## src/rtl/icag_pkg.sv

```systemverilog
package icag_pkg;
  localparam int WORD_W     = 32;
  localparam int NUM_WORDS  = 3;
  localparam int NUM_SRC    = WORD_W * NUM_WORDS;
  localparam int ID_W       = 8;
  localparam int SUM_LSB    = 24;
  localparam int GROUP_W    = 8;
  localparam int NUM_GROUPS = WORD_W / GROUP_W;
  localparam int IDX_W      = $clog2(WORD_W);

  localparam logic [WORD_W-1:0] LO_KEEP     = 32'h3DFF_FFFE;
  localparam logic [WORD_W-1:0] HI_KEEP     = 32'h0F00_0DB7;
  localparam logic [WORD_W-1:0] HI_MASK_RST = 32'h0F00_0000;
  localparam logic signed [ID_W-1:0] SPURIOUS = -8'sd2;

  typedef enum logic [2:0] {
    RA_LO_MASK    = 3'd0,
    RA_HI_MASK    = 3'd1,
    RA_PORT_MASK  = 3'd2,
    RA_PORT_CAUSE = 3'd3,
    RA_LO_WORD    = 3'd4,
    RA_HI_WORD    = 3'd5
  } reg_addr_e;

  // {found, index} of lowest set bit
  function automatic logic [IDX_W:0] find_lowest(input logic [WORD_W-1:0] v);
    logic [IDX_W:0] r;
    r = '0;
    for (int i = WORD_W - 1; i >= 0; i--) begin
      if (v[i]) r = {1'b1, IDX_W'(i)};
    end
    return r;
  endfunction
endpackage

```

## src/rtl/icag_port_cause.sv

```systemverilog
module icag_port_cause
  import icag_pkg::*;
#(
  parameter int W           = WORD_W,
  parameter int SYNC_STAGES = 2
) (
  input  logic         clk_i,
  input  logic         rst_ni,
  input  logic [W-1:0] pin_i,
  input  logic         clr_wr_i,
  input  logic [W-1:0] clr_data_i,
  output logic [W-1:0] cause_o
);
  logic [W-1:0] sync_q [SYNC_STAGES];
  logic [W-1:0] prev_q;
  logic [W-1:0] rise;
  logic [W-1:0] keep;
  logic [W-1:0] cause_q;

  always_ff @(posedge clk_i or negedge rst_ni) begin
    if (!rst_ni) begin
      for (int s = 0; s < SYNC_STAGES; s++) sync_q[s] <= '0;
      prev_q <= '0;
    end else begin
      sync_q[0] <= pin_i;
      for (int s = 1; s < SYNC_STAGES; s++) sync_q[s] <= sync_q[s-1];
      prev_q <= sync_q[SYNC_STAGES-1];
    end
  end

  assign rise = sync_q[SYNC_STAGES-1] & ~prev_q;
  assign keep = clr_wr_i ? clr_data_i : '1;

  // set beats clear
  always_ff @(posedge clk_i or negedge rst_ni) begin
    if (!rst_ni) cause_q <= '0;
    else         cause_q <= (cause_q & keep) | rise;
  end

  assign cause_o = cause_q;

  AST_EDGE_WINS: assert property (@(posedge clk_i) disable iff (!rst_ni)
    ((cause_q & $past(rise)) == $past(rise)));

  AST_NO_SPONT_CLEAR: assert property (@(posedge clk_i) disable iff (!rst_ni)
    ((~cause_q & $past(cause_q)) != '0) |-> $past(clr_wr_i));
endmodule

```

## src/rtl/icag_mask_regs.sv

```systemverilog
module icag_mask_regs
  import icag_pkg::*;
(
  input  logic              clk_i,
  input  logic              rst_ni,
  input  logic              reg_wr_i,
  input  logic [2:0]        reg_addr_i,
  input  logic [WORD_W-1:0] reg_wdata_i,
  input  logic              cmd_valid_i,
  input  logic              cmd_set_i,
  input  logic [6:0]        cmd_num_i,
  output logic [WORD_W-1:0] lo_mask_o,
  output logic [WORD_W-1:0] hi_mask_o,
  output logic [WORD_W-1:0] port_mask_o
);
  logic [WORD_W-1:0] mask_w [NUM_WORDS];
  logic              cmd_ok;

  assign cmd_ok = cmd_valid_i && (cmd_num_i < 7'(NUM_SRC));

  for (genvar w = 0; w < NUM_WORDS; w++) begin : g_word
    localparam logic [WORD_W-1:0] RST_VAL = (w == 1) ? HI_MASK_RST : '0;
    logic              reg_hit;
    logic              cmd_hit;
    logic [WORD_W-1:0] nxt;
    logic [WORD_W-1:0] q;

    assign reg_hit = reg_wr_i && (reg_addr_i == 3'(w));
    assign cmd_hit = cmd_ok && (cmd_num_i[6:5] == 2'(w));

    always_comb begin
      nxt = q;
      if (reg_hit) nxt = reg_wdata_i;
      if (cmd_hit) nxt[cmd_num_i[4:0]] = cmd_set_i;
    end

    always_ff @(posedge clk_i or negedge rst_ni) begin
      if (!rst_ni) q <= RST_VAL;
      else         q <= nxt;
    end

    assign mask_w[w] = q;
  end

  assign lo_mask_o   = mask_w[0];
  assign hi_mask_o   = mask_w[1];
  assign port_mask_o = mask_w[2];

  AST_CMD_ONE_BIT: assert property (@(posedge clk_i) disable iff (!rst_ni)
    $past(cmd_valid_i && !reg_wr_i) |->
      ($countones({lo_mask_o, hi_mask_o, port_mask_o} ^
                  $past({lo_mask_o, hi_mask_o, port_mask_o})) <= 1));

  AST_CMD_RANGE: assert property (@(posedge clk_i) disable iff (!rst_ni)
    $past(cmd_valid_i && !reg_wr_i && cmd_num_i >= 7'(NUM_SRC)) |->
      $stable({lo_mask_o, hi_mask_o, port_mask_o}));
endmodule

```

## src/rtl/icag_claim_arb.sv

```systemverilog
module icag_claim_arb
  import icag_pkg::*;
(
  input  logic [WORD_W-1:0]      lo_src_i,
  input  logic [WORD_W-1:0]      hi_src_i,
  input  logic [WORD_W-1:0]      port_cause_i,
  input  logic [WORD_W-1:0]      lo_mask_i,
  input  logic [WORD_W-1:0]      hi_mask_i,
  input  logic [WORD_W-1:0]      port_mask_i,
  output logic [WORD_W-1:0]      hi_word_o,
  output logic signed [ID_W-1:0] claim_o
);
  logic [WORD_W-1:0]     port_act;
  logic [NUM_GROUPS-1:0] summary;
  logic [WORD_W-1:0]     lo_act;
  logic [WORD_W-1:0]     hi_act;
  logic [IDX_W:0]        lo_hit;
  logic [IDX_W:0]        hi_hit;
  logic [IDX_W:0]        pt_hit;
  logic                  hi_is_sum;

  assign port_act = port_cause_i & port_mask_i;

  for (genvar g = 0; g < NUM_GROUPS; g++) begin : g_sum
    assign summary[g] = |port_act[g*GROUP_W +: GROUP_W];
  end

  always_comb begin
    hi_word_o = hi_src_i;
    hi_word_o[SUM_LSB +: NUM_GROUPS] = summary;
  end

  assign lo_act = lo_src_i & LO_KEEP & lo_mask_i;
  assign hi_act = hi_word_o & HI_KEEP & hi_mask_i;

  assign lo_hit = find_lowest(lo_act);
  assign hi_hit = find_lowest(hi_act);
  assign pt_hit = find_lowest(port_act);

  assign hi_is_sum = (hi_hit[IDX_W-1:0] >= IDX_W'(SUM_LSB)) &&
                     (hi_hit[IDX_W-1:0] <  IDX_W'(SUM_LSB + NUM_GROUPS));

  always_comb begin
    if (lo_hit[IDX_W])
      claim_o = {3'b000, lo_hit[IDX_W-1:0]};
    else if (hi_hit[IDX_W] && hi_is_sum && pt_hit[IDX_W])
      claim_o = {3'b010, pt_hit[IDX_W-1:0]};
    else if (hi_hit[IDX_W])
      claim_o = {3'b001, hi_hit[IDX_W-1:0]};
    else
      claim_o = SPURIOUS;
  end
endmodule

```

## src/rtl/icag_top.sv

```systemverilog
module icag_top
  import icag_pkg::*;
(
  input  logic                   clk_i,
  input  logic                   rst_ni,
  input  logic [31:0]            lo_src_i,
  input  logic [31:0]            hi_src_i,
  input  logic [31:0]            port_pin_i,
  input  logic                   reg_wr_i,
  input  logic [2:0]             reg_addr_i,
  input  logic [31:0]            reg_wdata_i,
  output logic [31:0]            reg_rdata_o,
  input  logic                   cmd_valid_i,
  input  logic                   cmd_set_i,
  input  logic [6:0]             cmd_num_i,
  output logic signed [7:0]      claim_id_o,
  output logic                   irq_o
);
  logic [WORD_W-1:0] lo_mask;
  logic [WORD_W-1:0] hi_mask;
  logic [WORD_W-1:0] port_mask;
  logic [WORD_W-1:0] port_cause;
  logic [WORD_W-1:0] hi_word;
  logic              cause_wr;
  logic              irq_q;

  assign cause_wr = reg_wr_i && (reg_addr_i == RA_PORT_CAUSE);

  icag_mask_regs u_mask (
    .clk_i       (clk_i),
    .rst_ni      (rst_ni),
    .reg_wr_i    (reg_wr_i),
    .reg_addr_i  (reg_addr_i),
    .reg_wdata_i (reg_wdata_i),
    .cmd_valid_i (cmd_valid_i),
    .cmd_set_i   (cmd_set_i),
    .cmd_num_i   (cmd_num_i),
    .lo_mask_o   (lo_mask),
    .hi_mask_o   (hi_mask),
    .port_mask_o (port_mask)
  );

  icag_port_cause #(.W(WORD_W), .SYNC_STAGES(2)) u_port (
    .clk_i      (clk_i),
    .rst_ni     (rst_ni),
    .pin_i      (port_pin_i),
    .clr_wr_i   (cause_wr),
    .clr_data_i (reg_wdata_i),
    .cause_o    (port_cause)
  );

  icag_claim_arb u_arb (
    .lo_src_i     (lo_src_i),
    .hi_src_i     (hi_src_i),
    .port_cause_i (port_cause),
    .lo_mask_i    (lo_mask),
    .hi_mask_i    (hi_mask),
    .port_mask_i  (port_mask),
    .hi_word_o    (hi_word),
    .claim_o      (claim_id_o)
  );

  always_ff @(posedge clk_i or negedge rst_ni) begin
    if (!rst_ni) irq_q <= 1'b0;
    else         irq_q <= (claim_id_o != SPURIOUS);
  end
  assign irq_o = irq_q;

  always_comb begin
    case (reg_addr_e'(reg_addr_i))
      RA_LO_MASK:    reg_rdata_o = lo_mask;
      RA_HI_MASK:    reg_rdata_o = hi_mask;
      RA_PORT_MASK:  reg_rdata_o = port_mask;
      RA_PORT_CAUSE: reg_rdata_o = port_cause;
      RA_LO_WORD:    reg_rdata_o = lo_src_i;
      RA_HI_WORD:    reg_rdata_o = hi_word;
      default:       reg_rdata_o = '0;
    endcase
  end

  AST_IRQ_LAG: assert property (@(posedge clk_i) disable iff (!rst_ni)
    irq_o == $past(claim_id_o != SPURIOUS));

  AST_CLAIM_RANGE: assert property (@(posedge clk_i) disable iff (!rst_ni)
    (claim_id_o == SPURIOUS) || (claim_id_o >= 8'sd0 && claim_id_o < 8'sd96));

  AST_LO_RSVD: assert property (@(posedge clk_i) disable iff (!rst_ni)
    (claim_id_o >= 8'sd0 && claim_id_o < 8'sd32) |-> LO_KEEP[claim_id_o[4:0]]);

  AST_HI_RSVD: assert property (@(posedge clk_i) disable iff (!rst_ni)
    (claim_id_o >= 8'sd32 && claim_id_o < 8'sd64) |->
      (HI_KEEP[claim_id_o[4:0]] && hi_mask[claim_id_o[4:0]]));

  AST_PORT_ENABLED: assert property (@(posedge clk_i) disable iff (!rst_ni)
    (claim_id_o >= 8'sd64) |->
      (port_mask[claim_id_o[4:0]] && port_cause[claim_id_o[4:0]]));

  AST_LO_FIRST: assert property (@(posedge clk_i) disable iff (!rst_ni)
    ((lo_src_i & LO_KEEP & lo_mask) != '0) |->
      (claim_id_o >= 8'sd0 && claim_id_o < 8'sd32));
endmodule

```

## config.mk

```make
export PLATFORM = sky130hd
export DESIGN_NAME = icag_top
export DESIGN_NICKNAME = d
export VERILOG_FILES = /design/src/rtl/icag_pkg.sv /design/src/rtl/icag_port_cause.sv /design/src/rtl/icag_mask_regs.sv /design/src/rtl/icag_claim_arb.sv /design/src/rtl/icag_top.sv
export SDC_FILE = /design/constraint.sdc
export NUM_CORES = 1
export LEC_CHECK = 0
export CORE_MARGIN = 3
export CORE_UTILIZATION = 41
export CTS_CLUSTER_DIAMETER = 200
export DETAILED_ROUTE_END_ITERATION = 6
export GPL_ROUTABILITY_DRIVEN = 0
export MAX_ROUTING_LAYER = met4
export SLEW_MARGIN = 20
export SYNTH_ARGS = -nofsm -noshare
export SYNTH_HDL_FRONTEND = slang
export SYNTH_SLANG_ARGS = --single-unit
```

## constraint.sdc

```tcl
create_clock -name clk_i -period 2.6 [get_ports clk_i]
set_input_delay 0.39 -clock clk_i [delete_from_list [all_inputs] [get_ports clk_i]]
set_output_delay 0.39 -clock clk_i [all_outputs]
set_load 0.005 [all_outputs]
```

==> results.yml <==
status:
  run_status: "finished, violations left"
  violations: "negative setup slack"
worst_setup_path:
  worst_path_largest_cell_delay_ns: 0.49
  cp_cell_sequence: "nand2_1, nand2_1, or4_4, a221oi_4, nor3_2, buf_4, mux2i_2, a31oi_2, buf_2"
  crit_slowest_cell: "or4_4"
  worst_r2r_path_depth: 6
  timing.critical_path.max_delay_family: "simple AND/OR/NAND/NOR gates"
  type_of_element_capturing_the_critical_path: "output port"
  regToRegStartpoint: "u_port.cause_o[15]$_DFF_PN0_"
  critical_path.max_fanout: 3
  worst_ep_arrival_time_ns: 2.86
  cp.buffers_inverters: 2
  critPathLaunchType: "flop"
  worst_r2r_endpoint: "irq_o$_DFF_PN0_"
  timing.critical_path.required_ns: 2.21
  critPathKind: "flop to output port"
  r2r_setup_slack_ns: 0.63
  critPathMostFrequentCell: "nand2_1"
power_and_ir_drop:
  static-leakage-power_nw: 7.268
  power.density_cell_area_mw_per_mm2: 681.2
  maximum_vdd_drop_mv: 0.6003
place:
  place_area_mm2: 0.01548
  dp_slack_ns: -0.8774
  hpwl_um: 31410
  port_buffers: 179
drt:
  detail-route-antenna-nets: 0
  detail_route.wl_per_cell_um: 21.85
  wl_um: 43330
  vias_per_cell: 5.662
  detail_route.drc_violations: 0
  num_vias: 11230
  detail_route.iter0.violations: 1331
  drt_first_pass_iters: 6
synthesis:
  edff_count_synth: 0
  synth.lib_cells_used.distinct: 53
  synth_async_sr_flop_share: 1.000
  synth_common_cells: "dfrtp_1 (221), nand2_1 (155), o21ai_0 (130)"
  synth_warnings: 0
  ys_dominant_reg_cell: "dfrtp_1"
  synth_area_leaders: "dfrtp_1 (50%), mux2i_1 (9.9%), o21ai_0 (5.8%)"
  synthesis.area_mm2: 0.01115
  yosys.area.top_type: "dfrtp_1"
  gate_count_after_technology_mapping: 1159
  synth.ff_latch_count: 225
  synthDominantCellAreaShare: 0.4959
  synth.avg_cell_area_um2: 9.622
  yosysSeqAreaShare: 0.5053
  postSynthNetCount: 1302
  yosysMostFrequentCell: "dfrtp_1"
global_route:
  grtUsageTotal: 0.3012
  grt_first_pass_wirelength_um: 65580
  grt_pass1_vias: 11330
  grt-ovfl-total: 0
  grt_antenna_before_repair: 0
  grt_start_max_net_pins: 97
timing:
  slew_of_the_pin_with_the_lowest_slew_margin_ns: 0.7187
  highest_clock_rate_mhz: 308.2
  setup_total_negative_slack_ns: -4.627
  slew_headroom: 0.5208
  hold_viol: 0
  setup_viols_final: 10
  worst_setup_slack_final_ns: -0.6451
  grt_setup_unrepaired: "yes"
  fin_worst_skew_ns: 0.02268
  final.min_clock_period_ns: 3.245
  maxSlewViolCount: 0
  final_min_period_over_clock_period: 1.248
min_path:
  min_to: "u_port.sync_q[35]$_DFF_PN0_"
  holdCritStartpoint: "port_pin_i[3]"
  worst_hold_path.num_cells: 1
  hold_path.class: "primary input to flop"
cts:
  cts-htree-levels: 1
  clock-sinks: 225
  tritoncts.num_buffers: 25
  clock_latency_ns: 0.56
  clk_path_buf_depth: 3
  cts_tree: "built"
  clkTransAtPathRegs_ns: 0.07
  clock_tree.root_cell: "clkbuf_16"
finish:
  antenna-diode-count: 0
  drive_above_1_share: 0.2907
  final_area_mm2: 0.01697
  post_synthesis_to_final_layout_area_growth_pct: 52.18
  finalNetCount: 1773
flow_run:
  maxCapViolations: 0
floorplanning:
  core-area_mm2: 0.02643
  die_area_mm2: 0.02922
  die_height_um: 170.9
  die_width_um: 170.9
  fp-row-count: 59
  ios: 184
  initial_core_util: 0.4220
per-layer routing:
layer,track usage,part of all wire,vias up
li1,-,-,5159
met3,0.05314,0.085,115
met1,0.4167,0.43,5379
met5,-,0,-
met4,0.1043,0.036,0
met2,0.4495,0.45,575
per-stage QoR:
step | power [mW] | utilization | hold WS, ns | std cells
2_1_floorplan | 5.561 | - | 0.09441 | 1159
5_1_grt | 12.04 | 0.6422 | 0.2677 | 1983
3_3_place_gp | 7.538 | 0.5858 | 0.3314 | 1896
3_5_place_dp | 7.581 | 0.5858 | 0.3347 | 1896
4_1_cts | 11.44 | 0.6331 | 0.2617 | 1969
6_report | 11.56 | 0.6422 | 0.2724 | 1983
what timing repair did:
item / 4_1_cts / 5_1_grt
hold buffers: 1 / 0
gates resized for setup: 133 / 46
pin swaps: 24 / 15
hold endpoints to repair: 62 / 0
cloned: 2 / 0
buffers inserted: 26 / 17
setup endpoints to repair: 40 / 33
cells by family after synthesis:
group	share of synthesized area
buffers and inverters	0.03422
flip-flops	0.5053
AO/OA/AOI/OAI	0.2089
multiplexers	0.1119
AND/OR/NAND/NOR	0.1397
flip-flops by register name, indices dropped and copies added (netlist names):
signal,cells
u_mask.hi_mask_o,32
u_port.cause_o,32
u_port.sync_q,64
u_mask.port_mask_o,32
u_mask.lo_mask_o,32
u_port.prev_q,32
irq_o,1
cell usage in the layout (no fill, tap or decap), types with 6 or more instances in the layout:
cell type	synthesis	routed
nand4_1	8	8
dfrtp_1	221	221
buf_12	0	18
buf_4	0	290
o31a_1	13	13
buf_2	11	9
nand2_2	3	6
inv_1	35	34
dlygate4sd2_1	0	16
clkbuf_16	0	25
clkdlybuf4s50_1	0	135
nor2_1	101	98
a22oi_2	0	18
a22oi_1	83	65
clkdlybuf4s15_1	0	8
nor3_1	8	6
a31o_2	15	15
nand3_1	40	39
nand2_1	155	152
o21ai_0	130	127
buf_6	0	19
mux2i_1	110	109
nor2b_1	11	7
a21oi_1	66	62
clkbuf_8	0	7
layout make-up:
type / count / area [um2]
Clock buffer: 36 / 737.0
Clock inverter: 9 / 138.9
Fill cell: 2196 / 9457
Inverter: 35 / 131.4
Multi-Input combinational cell: 836 / 5408
Sequential cell: 225 / 5635
Tap cell: 335 / 419.2
Timing Repair Buffer: 507 / 4502
power breakdown:
group | leakage [nW] | switching [mW] | internal, mW
Clock | 0.435 | 1.50 | 2.27
Sequential | 2.57 | 0.303 | 3.97
Combinational | 4.26 | 1.68 | 1.83
Total | 7.27 | 3.48 | 8.08
how the worst max path moves through the flow:
stage	startpoint	end	slack [ns]	cells after the start
floorplan	u_mask.port_mask_o[8]$_DFF_PN0_	claim_id_o[2]	0.18	8
global placement	lo_src_i[26]	claim_id_o[2]	-0.86	9
detailed placement	lo_src_i[26]	claim_id_o[2]	-0.88	9
CTS	u_port.cause_o[11]$_DFF_PN0_	claim_id_o[3]	-0.61	9
global route	u_mask.port_mask_o[10]$_DFF_PN0_	claim_id_o[3]	-0.70	9
finish	u_port.cause_o[15]$_DFF_PN0_	claim_id_o[3]	-0.65	9
Note: power is estimated with default switching activity, not from simulation.
